$ cat src/rtl/gpio_bank_pkg.sv
package gpio_bank_pkg;

    localparam int ADDR_W = 3;

    // Word index of each register on the bus.
    typedef enum logic [ADDR_W-1:0] {
        RI_OUT_VAL = 3'd0,
        RI_OUT_EN  = 3'd1,
        RI_PIN_LVL = 3'd2,
        RI_TRIG    = 3'd3,
        RI_POL     = 3'd4,
        RI_IRQ_EN  = 3'd5,
        RI_CLEAR   = 3'd6,
        RI_STATUS  = 3'd7
    } reg_idx_e;

endpackage

$ cat src/rtl/gpio_sync.sv
module gpio_sync #(
    parameter int W      = 27,
    parameter int STAGES = 2
) (
    input  logic         clk,
    input  logic         rst_n,
    input  logic [W-1:0] async_i,
    output logic [W-1:0] sync_o
);
    logic [W-1:0] chain_q [STAGES];

    always_ff @(posedge clk or negedge rst_n) begin
        if (!rst_n) chain_q[0] <= '0;
        else        chain_q[0] <= async_i;
    end

    for (genvar s = 1; s < STAGES; s++) begin : g_stage
        always_ff @(posedge clk or negedge rst_n) begin
            if (!rst_n) chain_q[s] <= '0;
            else        chain_q[s] <= chain_q[s-1];
        end
    end

    assign sync_o = chain_q[STAGES-1];
endmodule

$ cat src/rtl/gpio_event.sv
module gpio_event #(
    parameter int W = 27
) (
    input  logic         clk,
    input  logic         rst_n,
    input  logic [W-1:0] lvl_i,
    input  logic [W-1:0] trig_i,
    input  logic [W-1:0] pol_i,
    input  logic [W-1:0] clr_i,
    output logic [W-1:0] status_o
);
    logic [W-1:0] prev_q;
    logic [W-1:0] event_v;
    logic [W-1:0] status_q;

    for (genvar i = 0; i < W; i++) begin : g_pin
        logic rise_v, fall_v, edge_hit, level_hit;
        always_comb begin
            rise_v    = lvl_i[i] & ~prev_q[i];
            fall_v    = ~lvl_i[i] & prev_q[i];
            edge_hit  = pol_i[i] ? rise_v : fall_v;
            level_hit = (lvl_i[i] == pol_i[i]);
            event_v[i] = trig_i[i] ? edge_hit : level_hit;
        end
    end

    always_ff @(posedge clk or negedge rst_n) begin
        if (!rst_n) begin
            prev_q   <= '0;
            status_q <= '0;
        end else begin
            prev_q   <= lvl_i;
            // a new event has priority over a same-cycle clear
            status_q <= (status_q & ~clr_i) | event_v;
        end
    end

    assign status_o = status_q;


    event_wins_chk: assert property (@(posedge clk) disable iff (!rst_n)
        (event_v != '0) |=> ((status_q & $past(event_v)) == $past(event_v)));


    clear_takes_chk: assert property (@(posedge clk) disable iff (!rst_n)
        ((clr_i & ~event_v) != '0) |=> ((status_q & $past(clr_i & ~event_v)) == '0));


    sticky_hold_chk: assert property (@(posedge clk) disable iff (!rst_n)
        ((status_q & ~clr_i) != '0) |=> ((status_q & $past(status_q & ~clr_i)) == $past(status_q & ~clr_i)));


    steady_edge_chk: assert property (@(posedge clk) disable iff (!rst_n)
        ((event_v & trig_i & ~(lvl_i ^ prev_q)) == '0));
endmodule

$ cat src/rtl/gpio_regs.sv
module gpio_regs
    import gpio_bank_pkg::*;
#(
    parameter int W  = 27,
    parameter int DW = 32
) (
    input  logic              clk,
    input  logic              rst_n,
    input  logic              wr_i,
    input  logic              rd_i,
    input  logic [ADDR_W-1:0] addr_i,
    input  logic [DW-1:0]     wdata_i,
    output logic [DW-1:0]     rdata_o,
    input  logic [W-1:0]      lvl_i,
    input  logic [W-1:0]      status_i,
    output logic [W-1:0]      out_val_o,
    output logic [W-1:0]      out_en_o,
    output logic [W-1:0]      trig_o,
    output logic [W-1:0]      pol_o,
    output logic [W-1:0]      irq_en_o,
    output logic [W-1:0]      clr_o
);
    reg_idx_e     idx;
    logic [W-1:0] wbits;
    logic [W-1:0] out_val_q, out_en_q, trig_q, pol_q, irq_en_q;
    logic [W-1:0] rd_sel;
    logic [DW-1:0] rd_next, rdata_q;
    logic          unused_wdata;

    assign idx          = reg_idx_e'(addr_i);
    assign wbits        = wdata_i[W-1:0];
    assign unused_wdata = ^wdata_i;

    always_ff @(posedge clk or negedge rst_n) begin
        if (!rst_n) begin
            out_val_q <= '0;
            out_en_q  <= '0;
            trig_q    <= '0;
            pol_q     <= '0;
            irq_en_q  <= '0;
        end else if (wr_i) begin
            unique case (idx)
                RI_OUT_VAL: out_val_q <= wbits;
                RI_OUT_EN:  out_en_q  <= wbits;
                RI_TRIG:    trig_q    <= wbits;
                RI_POL:     pol_q     <= wbits;
                RI_IRQ_EN:  irq_en_q  <= wbits;
                RI_PIN_LVL, RI_CLEAR, RI_STATUS: ;
            endcase
        end
    end

    assign clr_o = (wr_i && idx == RI_CLEAR) ? wbits : '0;

    always_comb begin
        unique case (idx)
            RI_OUT_VAL: rd_sel = out_val_q;
            RI_OUT_EN:  rd_sel = out_en_q;
            RI_PIN_LVL: rd_sel = lvl_i;
            RI_TRIG:    rd_sel = trig_q;
            RI_POL:     rd_sel = pol_q;
            RI_IRQ_EN:  rd_sel = irq_en_q;
            RI_CLEAR:   rd_sel = '0;
            RI_STATUS:  rd_sel = status_i;
        endcase
        rd_next         = '0;
        rd_next[W-1:0]  = rd_sel;
    end

    always_ff @(posedge clk or negedge rst_n) begin
        if (!rst_n)    rdata_q <= '0;
        else if (rd_i) rdata_q <= rd_next;
    end

    assign rdata_o   = rdata_q;
    assign out_val_o = out_val_q;
    assign out_en_o  = out_en_q;
    assign trig_o    = trig_q;
    assign pol_o     = pol_q;
    assign irq_en_o  = irq_en_q;


    clear_reads_zero_chk: assert property (@(posedge clk) disable iff (!rst_n)
        (rd_i && addr_i == RI_CLEAR) |=> (rdata_o == '0));


    if (W < DW) begin : g_hi_chk
        upper_zero_chk: assert property (@(posedge clk) disable iff (!rst_n)
            (rdata_o[DW-1:W] == '0));
    end
endmodule

$ cat src/rtl/gpio_irq_bank.sv
module gpio_irq_bank
    import gpio_bank_pkg::*;
#(
    parameter int NPINS = 27,
    parameter int DW    = 32
) (
    input  logic              clk,
    input  logic              rst_n,
    input  logic              bus_wr,
    input  logic              bus_rd,
    input  logic [ADDR_W-1:0] bus_addr,
    input  logic [DW-1:0]     bus_wdata,
    output logic [DW-1:0]     bus_rdata,
    input  logic [NPINS-1:0]  pin_in,
    output logic [NPINS-1:0]  pin_out,
    output logic [NPINS-1:0]  pin_oe,
    output logic              irq
);
    localparam int SYNC_STAGES = 2;

    logic [NPINS-1:0] lvl_s, trig_s, pol_s, irq_en_s, clr_s, status_s;

    gpio_sync #(.W(NPINS), .STAGES(SYNC_STAGES)) u_sync (
        .clk    (clk),
        .rst_n  (rst_n),
        .async_i(pin_in),
        .sync_o (lvl_s)
    );

    gpio_event #(.W(NPINS)) u_event (
        .clk     (clk),
        .rst_n   (rst_n),
        .lvl_i   (lvl_s),
        .trig_i  (trig_s),
        .pol_i   (pol_s),
        .clr_i   (clr_s),
        .status_o(status_s)
    );

    gpio_regs #(.W(NPINS), .DW(DW)) u_regs (
        .clk      (clk),
        .rst_n    (rst_n),
        .wr_i     (bus_wr),
        .rd_i     (bus_rd),
        .addr_i   (bus_addr),
        .wdata_i  (bus_wdata),
        .rdata_o  (bus_rdata),
        .lvl_i    (lvl_s),
        .status_i (status_s),
        .out_val_o(pin_out),
        .out_en_o (pin_oe),
        .trig_o   (trig_s),
        .pol_o    (pol_s),
        .irq_en_o (irq_en_s),
        .clr_o    (clr_s)
    );

    assign irq = |(status_s & irq_en_s);


    irq_needs_enable_chk: assert property (@(posedge clk) disable iff (!rst_n)
        (irq_en_s == '0) |-> !irq);


    reset_state_chk: assert property (@(posedge clk) disable iff (!rst_n)
        $rose(rst_n) |-> (irq_en_s == '0 && pin_out == '0 && pin_oe == '0));
endmodule

$ cat config.mk
export PLATFORM = sky130hd
export DESIGN_NAME = gpio_irq_bank
export DESIGN_NICKNAME = d
export VERILOG_FILES = /design/src/rtl/gpio_bank_pkg.sv /design/src/rtl/gpio_sync.sv /design/src/rtl/gpio_event.sv /design/src/rtl/gpio_regs.sv /design/src/rtl/gpio_irq_bank.sv
export SDC_FILE = /design/constraint.sdc
export NUM_CORES = 1
export LEC_CHECK = 0
export ABC_AREA = 1
export CAP_MARGIN = 20
export CELL_PAD_IN_SITES_DETAIL_PLACEMENT = 0
export CELL_PAD_IN_SITES_GLOBAL_PLACEMENT = 1
export CORE_MARGIN = 5
export CORE_UTILIZATION = 44
export DETAILED_ROUTE_END_ITERATION = 7
export DONT_BUFFER_PORTS = 1
export PLACE_DENSITY = 0.8
export SYNTH_ARGS = -nofsm -noshare
export SYNTH_HDL_FRONTEND = slang
export SYNTH_SLANG_ARGS = --single-unit
$ cat constraint.sdc
create_clock -name clk -period 2.78 [get_ports clk]
set_input_delay 0.417 -clock clk [delete_from_list [all_inputs] [get_ports clk]]
set_output_delay 0.417 -clock clk [all_outputs]
set_load 0.05 [all_outputs]
==> reports/metrics.json, run 1 <==
{
  "synth_area_um2": 11700,
  "cellLeakagePower_nw": 6.66,
  "critical_path_peak_fanout": 3,
  "drtAntennaViolNets": 0,
  "synthDistinctLibCells": 24,
  "grt_start_max_net_pins": 271,
  "h-tree-depth": 1,
  "hold_ws_ns": -0.425,
  "cts-root-to-sink-buffers": 3,
  "dr.first_iter.drc_count": 645,
  "failing_checks": "hold timing",
  "mostFrequentLayoutCells": "sky130_fd_sc_hd__nand2_1 (370), sky130_fd_sc_hd__dfrtp_1 (270), sky130_fd_sc_hd__o21ai_0 (195)",
  "arrival_ns": 2.09,
  "grt_pass1_wl_um": 51300,
  "synth_seq_cells": 270,
  "clock_latency_ns": 0.55,
  "clock_skew_after_layout_ns": 0.00651,
  "worstPathCellList": "nand2_1 > nand3_1 > nor3_1 > nand3_1",
  "gp_routability_congestion": 0.778,
  "min_path_type": "primary input to asynchronous set/reset pin",
  "standard_cell_with_the_maximum_stage_delay_on_the_critical_path": "sky130_fd_sc_hd__nand3_1",
  "groute.usage.overall": 0.211,
  "powerDensity_nw_per_um2": 815,
  "routed_wl_um": 31900,
  "die_w_um": 173,
  "placeableCoreArea_um2": 26100,
  "worst_slew_pin_slew_ns": 0.845,
  "tritoncts_buffer_count": 30,
  "syn_to_final_growth_pct": 13.1,
  "die_height_um": 173,
  "end_kind": "output pin",
  "cp_slowest_stage_delay_ns": 0.58,
  "hold_viol_final": 270,
  "port-buffer-count": 0,
  "outcome": "complete, but fails checks",
  "number_of_antenna_diodes": 0,
  "path_class": "flip-flop to output pin",
  "layout.cells.most_common": "sky130_fd_sc_hd__nand2_1",
  "post-route-min-period_ns": 2.51,
  "finalSetupTns_ns": 0,
  "postCtsHoldBufs": 27,
  "cpMostUsedCell": "sky130_fd_sc_hd__nand3_1",
  "synth_area_per_cell_um2": 8.52,
  "design.final.nets": 1439,
  "drive_gt1_frac": 0.0574,
  "rows": 59,
  "worstSetupStartpointType": "flip-flop",
  "timing.final.max_slew_violations": 0,
  "floorplan.die_area_um2": 30000,
  "pre_cts_ws_ns": 0.612,
  "initial_utilization": 0.448,
  "clk_pin_slew_ns": 0.06,
  "synth.yosys.seq_area_share": 0.577,
  "synthDominantCellAreaShare": 0.577,
  "cts.repair_timing.setup_buffer_count": 0,
  "vias": 9244,
  "clock_sinks": 270,
  "detail_route.drc_violations": 0,
  "clock_tree.root_cell": "sky130_fd_sc_hd__clkbuf_16",
  "number_of_antenna_violations_at_the_first_check_in_global_routing": 0,
  "synth.top_cells.by_area": "sky130_fd_sc_hd__dfrtp_1 (58%), sky130_fd_sc_hd__nand2_1 (12%), sky130_fd_sc_hd__o21ai_0 (8.3%), sky130_fd_sc_hd__nand4_1 (4.6%), sky130_fd_sc_hd__nand3_1 (4.3%)",
  "layout_setup_ws_ns": 0.272,
  "ys_warn_count": 0,
  "postLayoutCoreUtil": 0.507,
  "cp.required_ns": 2.36,
  "detailed_place_hpwl_um": 18400,
  "synth_top_cell_by_area": "sky130_fd_sc_hd__dfrtp_1",
  "cts_tree": "yes",
  "length_of_the_first_detailed_routing_pass_in_iterations": 7,
  "cts_repair_resize_count": 0,
  "total_congestion_overflow": 0,
  "max_freq_mhz": 399,
  "grt_pass1_vias": 8964,
  "cp-startpoint": "u_event.status_o[24]",
  "period_utilization": 0.902,
  "final-setup-viol-count": 0,
  "ios": 153,
  "irDropWorstVdd_mv": 0.519,
  "timing.slew.headroom": 0.436,
  "netlist_instances": 1374,
  "drt-wirelength-per-cell_um": 18.5,
  "vias_per_cell": 5.35,
  "cap_violations": 0,
  "worst_r2r_startpoint": "u_regs.out_en_o[14]",
  "grt_setup_unrepaired": "false"
}
## Yosys cell counts
cell                       count
sky130_fd_sc_hd__nand2_1     370
sky130_fd_sc_hd__dfrtp_1     270
sky130_fd_sc_hd__o21ai_0     195
sky130_fd_sc_hd__inv_1       112
sky130_fd_sc_hd__nor2_1      108
sky130_fd_sc_hd__nand3_1     101
sky130_fd_sc_hd__nand4_1      87
sky130_fd_sc_hd__clkbuf_1     35
sky130_fd_sc_hd__o21ai_1      30
sky130_fd_sc_hd__buf_2        26
sky130_fd_sc_hd__buf_4         9
sky130_fd_sc_hd__buf_1         8
sky130_fd_sc_hd__nand3_2       5
sky130_fd_sc_hd__buf_6         4
sky130_fd_sc_hd__inv_2         3
sky130_fd_sc_hd__nor2_2        2
sky130_fd_sc_hd__nor3_1        2
sky130_fd_sc_hd__a21oi_1       1
sky130_fd_sc_hd__clkinv_1      1
sky130_fd_sc_hd__conb_1        1
sky130_fd_sc_hd__nand2_2       1
sky130_fd_sc_hd__nand3_4       1
sky130_fd_sc_hd__nand4_4       1
sky130_fd_sc_hd__nor2_8        1
## registers in the layout, indices dropped and copies added (netlist names)
signal,cells
u_regs.rdata_o,27
u_event.status_o,27
u_regs.pol_o,27
u_regs.irq_en_o,27
u_sync.sync_o,27
u_regs.trig_o,27
u_sync.chain_q,27
u_regs.out_en_o,27
u_regs.out_val_o,27
u_event.prev_q,27
## cell type report
class	count	area (um2)
fillers	2494	12900
inverters	116	437
clock inverters	9	150
multi-input cells	910	4140
flip-flops and latches	270	6760
repair buffers	45	443
well taps	335	419
clock buffers	43	901
## power by group
| part | switching [mW] | internal, mW | total (mW) |
|---|---|---|---|
| Sequential | 1.21 | 4.43 | 5.63 |
| Combinational | 0.577 | 0.396 | 0.973 |
| Clock | 1.59 | 2.60 | 4.18 |
| Total | 3.37 | 7.42 | 10.8 |
## per-layer routing
layer  up-vias  global-route usage  wire length, um
li1       4493                   -                -
met1      4466               0.309            14900
met2       242               0.324            14500
met3        43              0.0432             1860
met4         0              0.0502              645
met5         -                   0                0
## stage by stage
step	hold slack (ns)	power (mW)	cell area, um2	std cells
finish	-0.425	10.8	13200	1728
global route	-0.455	11.3	13200	1728
CTS	-0.453	10.9	13200	1728
detailed placement	0.135	6.65	11900	1649
global placement	0.136	6.61	11900	1649
floorplan	0.121	6.36	11700	1378
## path summary, 6_finish.rpt
path	end	slack [ns]	cells after the start
max in group asynchronous	u_regs.rdata_o[7]	2.51	0
min in group clk	u_regs.rdata_o[25]	0.09	4
worst max-delay path	irq	0.27	4
worst min register to register	u_sync.sync_o[1]	0.34	0
worst max register to register	u_regs.rdata_o[14]	1.50	6
worst min-delay path	u_sync.chain_q[32]	-0.42	0
## critical path: cells and delay by family (launching register included)
kind | cells | cell delay (ns)
flops | 1 | 0.40
simple gates | 4 | 1.13
## kinds of logic after synthesis
family / synth area share
DFF: 0.577
other: 0.000320
AOI/OAI and AO/OA: 0.0966
and+or+nand+nor: 0.255
buffers and inverters: 0.0717
(Power assumes the default switching activity.)
==> run 2, diff against run 1 <==
--- a/config.mk
+++ b/config.mk
@@ -14,6 +14,7 @@
 export DETAILED_ROUTE_END_ITERATION = 7
 export DONT_BUFFER_PORTS = 1
 export PLACE_DENSITY = 0.8
+export SKIP_CTS_REPAIR_TIMING = 1
 export SYNTH_ARGS = -nofsm -noshare
 export SYNTH_HDL_FRONTEND = slang
 export SYNTH_SLANG_ARGS = --single-unit
==> reports/metrics.json, run 2 (synthesis results as in run 1) <==
{
  "outcome": "complete, but fails checks",
  "failing_checks": "hold timing",
  "rows": {"value": 59, "change": "unchanged"},
  "grt_pass1_wl": {"value": 51100, "unit": "um", "change": "-0.43%"},
  "hold_ws": {"value": -0.425, "unit": "ns", "change": "+0.0000420 ns"},
  "cts-root-to-sink-buffers": {"value": 3, "change": "unchanged"},
  "clock_sinks": {"value": 270, "change": "unchanged"},
  "layout.cells.most_common": "sky130_fd_sc_hd__nand2_1",
  "dr.first_iter.drc_count": {"value": 639, "change": "-0.93%"},
  "ios": {"value": 153, "change": "unchanged"},
  "clock_skew_after_layout": {"value": 0.00541, "unit": "ns", "change": "-0.00110 ns"},
  "grt_start_max_net_pins": {"value": 271, "change": "unchanged"},
  "powerDensity": {"value": 814, "unit": "nW/um2", "change": "-0.12%"},
  "drt-wirelength-per-cell": {"value": 18.4, "unit": "um", "change": "-0.12%"},
  "detail_route.drc_violations": {"value": 0, "change": "unchanged"},
  "reg2reg_to": "u_regs.rdata_o[14]",
  "number_of_antenna_diodes": {"value": 0, "change": "unchanged"},
  "critical_path_peak_fanout": {"value": 3, "change": "unchanged"},
  "vias": {"value": 9316, "change": "+0.78%"},
  "path_class": "flip-flop to output pin",
  "end_kind": "output pin",
  "routed_wl": {"value": 31900, "unit": "um", "change": "-0.12%"},
  "worstSetupStartpointType": "flip-flop",
  "worst_r2r_startpoint": "u_regs.out_en_o[14]",
  "route.met2.wl": {"value": 14400, "unit": "um", "change": "-0.59%"},
  "initial_utilization": {"value": 0.448, "change": "unchanged"},
  "port-buffer-count": {"value": 0, "change": "unchanged"},
  "finalSetupTns": {"value": 0, "unit": "ns", "change": "unchanged"},
  "tritoncts_buffer_count": {"value": 30, "change": "unchanged"},
  "total_power": {"value": 10.8, "unit": "mW", "change": "-0.12%"},
  "period_utilization": {"value": 0.879, "change": "-0.0235"},
  "finalInstanceArea": {"value": 13200, "unit": "um2", "change": "unchanged"},
  "drtAntennaViolNets": {"value": 0, "change": "unchanged"},
  "post-route-min-period": {"value": 2.44, "unit": "ns", "change": "-0.0652 ns"},
  "cellLeakagePower": {"value": 6.66, "unit": "nW", "change": "unchanged"},
  "drive_gt1_frac": {"value": 0.0574, "change": "unchanged"},
  "placeableCoreArea": {"value": 26100, "unit": "um2", "change": "unchanged"},
  "grt_pass1_vias": {"value": 8870, "change": "-1.0%"},
  "mostFrequentLayoutCells": "sky130_fd_sc_hd__nand2_1 (370), sky130_fd_sc_hd__dfrtp_1 (270), sky130_fd_sc_hd__o21ai_0 (195)",
  "timing.reg2reg.setup_slack": {"value": 1.50, "unit": "ns", "change": "about the same"},
  "clock_tree.root_cell": "sky130_fd_sc_hd__clkbuf_16",
  "postLayoutCoreUtil": {"value": 0.507, "change": "unchanged"},
  "min_path_type": "primary input to asynchronous set/reset pin",
  "length_of_the_first_detailed_routing_pass_in_iterations": {"value": 5, "change": "-2"},
  "final-setup-viol-count": {"value": 0, "change": "unchanged"},
  "floorplan.die_area": {"value": 30000, "unit": "um2", "change": "unchanged"},
  "timing.slew.headroom": {"value": 0.464, "change": "+0.0280"},
  "dpl_cell_area": {"value": 11900, "unit": "um2", "change": "unchanged"},
  "grt_setup_unrepaired": "false",
  "total_congestion_overflow": {"value": 0, "change": "unchanged"},
  "die_w": {"value": 173, "unit": "um", "change": "unchanged"},
  "timing.final.max_slew_violations": {"value": 0, "change": "unchanged"},
  "h-tree-depth": {"value": 1, "change": "unchanged"},
  "design.final.nets": {"value": 1439, "change": "unchanged"},
  "irDropWorstVdd": {"value": 0.518, "unit": "mV", "change": "-0.11%"},
  "cp.required": {"value": 2.36, "unit": "ns", "change": "about the same"},
  "gp_routability_congestion": {"value": 0.778, "change": "unchanged"},
  "worst_slew_pin_slew": {"value": 0.802, "unit": "ns", "change": "-0.0430 ns"},
  "cap_violations": {"value": 0, "change": "unchanged"},
  "hold_viol_final": {"value": 270, "change": "unchanged"},
  "clock_latency": {"value": 0.55, "unit": "ns", "change": "about the same"},
  "number_of_filler_instances_in_the_final_layout": {"value": 2498, "change": "+0.16%"},
  "max_freq": {"value": 409, "unit": "MHz", "change": "+2.7%"},
  "vias_per_cell": {"value": 5.39, "change": "+0.78%"},
  "reg2reg_depth": {"value": 6, "change": "unchanged"},
  "groute.usage.overall": {"value": 0.210, "change": "-0.000761"},
  "drt-met1-wl": {"value": 14800, "unit": "um", "change": "-0.81%"},
  "clk_pin_slew": {"value": 0.06, "unit": "ns", "change": "about the same"},
  "cts_tree": "yes",
  "arrival": {"value": 2.03, "unit": "ns", "change": "-0.06 ns"},
  "syn_to_final_growth": {"value": 13.1, "unit": "%", "change": "unchanged"},
  "met3WireLength": {"value": 2050, "unit": "um", "change": "+10%"},
  "number_of_antenna_violations_at_the_first_check_in_global_routing": {"value": 0, "change": "unchanged"},
  "die_height": {"value": 173, "unit": "um", "change": "unchanged"},
  "top_layer": "met4",
  "detailed_place_hpwl": {"value": 18400, "unit": "um", "change": "unchanged"}
}
==> run 2: final cells by class <==
cell class | instances | area (um2) | share of cell area
multi-input cells | 910 | 4140 | 0.312
flip-flops and latches | 270 | 6760 | 0.510
inverters | 116 | 437 | 0.0330
repair buffers | 45 | 443 | 0.0334
well taps | 335 | 419 | 0.0317
clock inverters | 9 | 150 | 0.0113
clock buffers | 43 | 901 | 0.0680
==> run 2: how the worst max path moves through the flow <==
stage	cells after the start	slack [ns]	startpoint	end
floorplan	4	1.28	u_regs.irq_en_o[23]	irq
global placement	3	0.72	bus_addr[1]	u_regs.pol_o[9]
detailed placement	3	0.61	bus_addr[1]	u_regs.pol_o[24]
CTS	4	0.23	u_event.status_o[24]	irq
global route	4	0.25	u_event.status_o[24]	irq
finish	4	0.34	u_event.status_o[24]	irq
==> run 2: worst max-delay path, stage by stage (launching register included) <==
cell	delay (ns)
sky130_fd_sc_hd__dfrtp_1	0.40
sky130_fd_sc_hd__nand2_1	0.07
sky130_fd_sc_hd__nand3_1	0.10
sky130_fd_sc_hd__nor3_1	0.33
sky130_fd_sc_hd__nand3_1	0.56
==> run 2: layer usage <==
layer | vias up | track usage
li1 | 4503 | -
met1 | 4508 | 0.311
met2 | 263 | 0.320
met3 | 42 | 0.0432
met4 | 0 | 0.0502
met5 | - | 0
==> run 2: metrics by stage <==
stage / cells / hold slack [ns] / worst slack, ns
finish: 1728 / -0.425 / 0.337
global route: 1728 / -0.455 / 0.250
CTS: 1701 / -0.453 / 0.232
detailed placement: 1649 / 0.135 / 0.612
global placement: 1649 / 0.136 / 0.723
floorplan: 1378 / 0.121 / 1.28
==> run 2: report_power, final <==
part,internal (mW),switching (mW)
clock,2.60,1.58
combinational,0.396,0.575
sequential,4.43,1.21
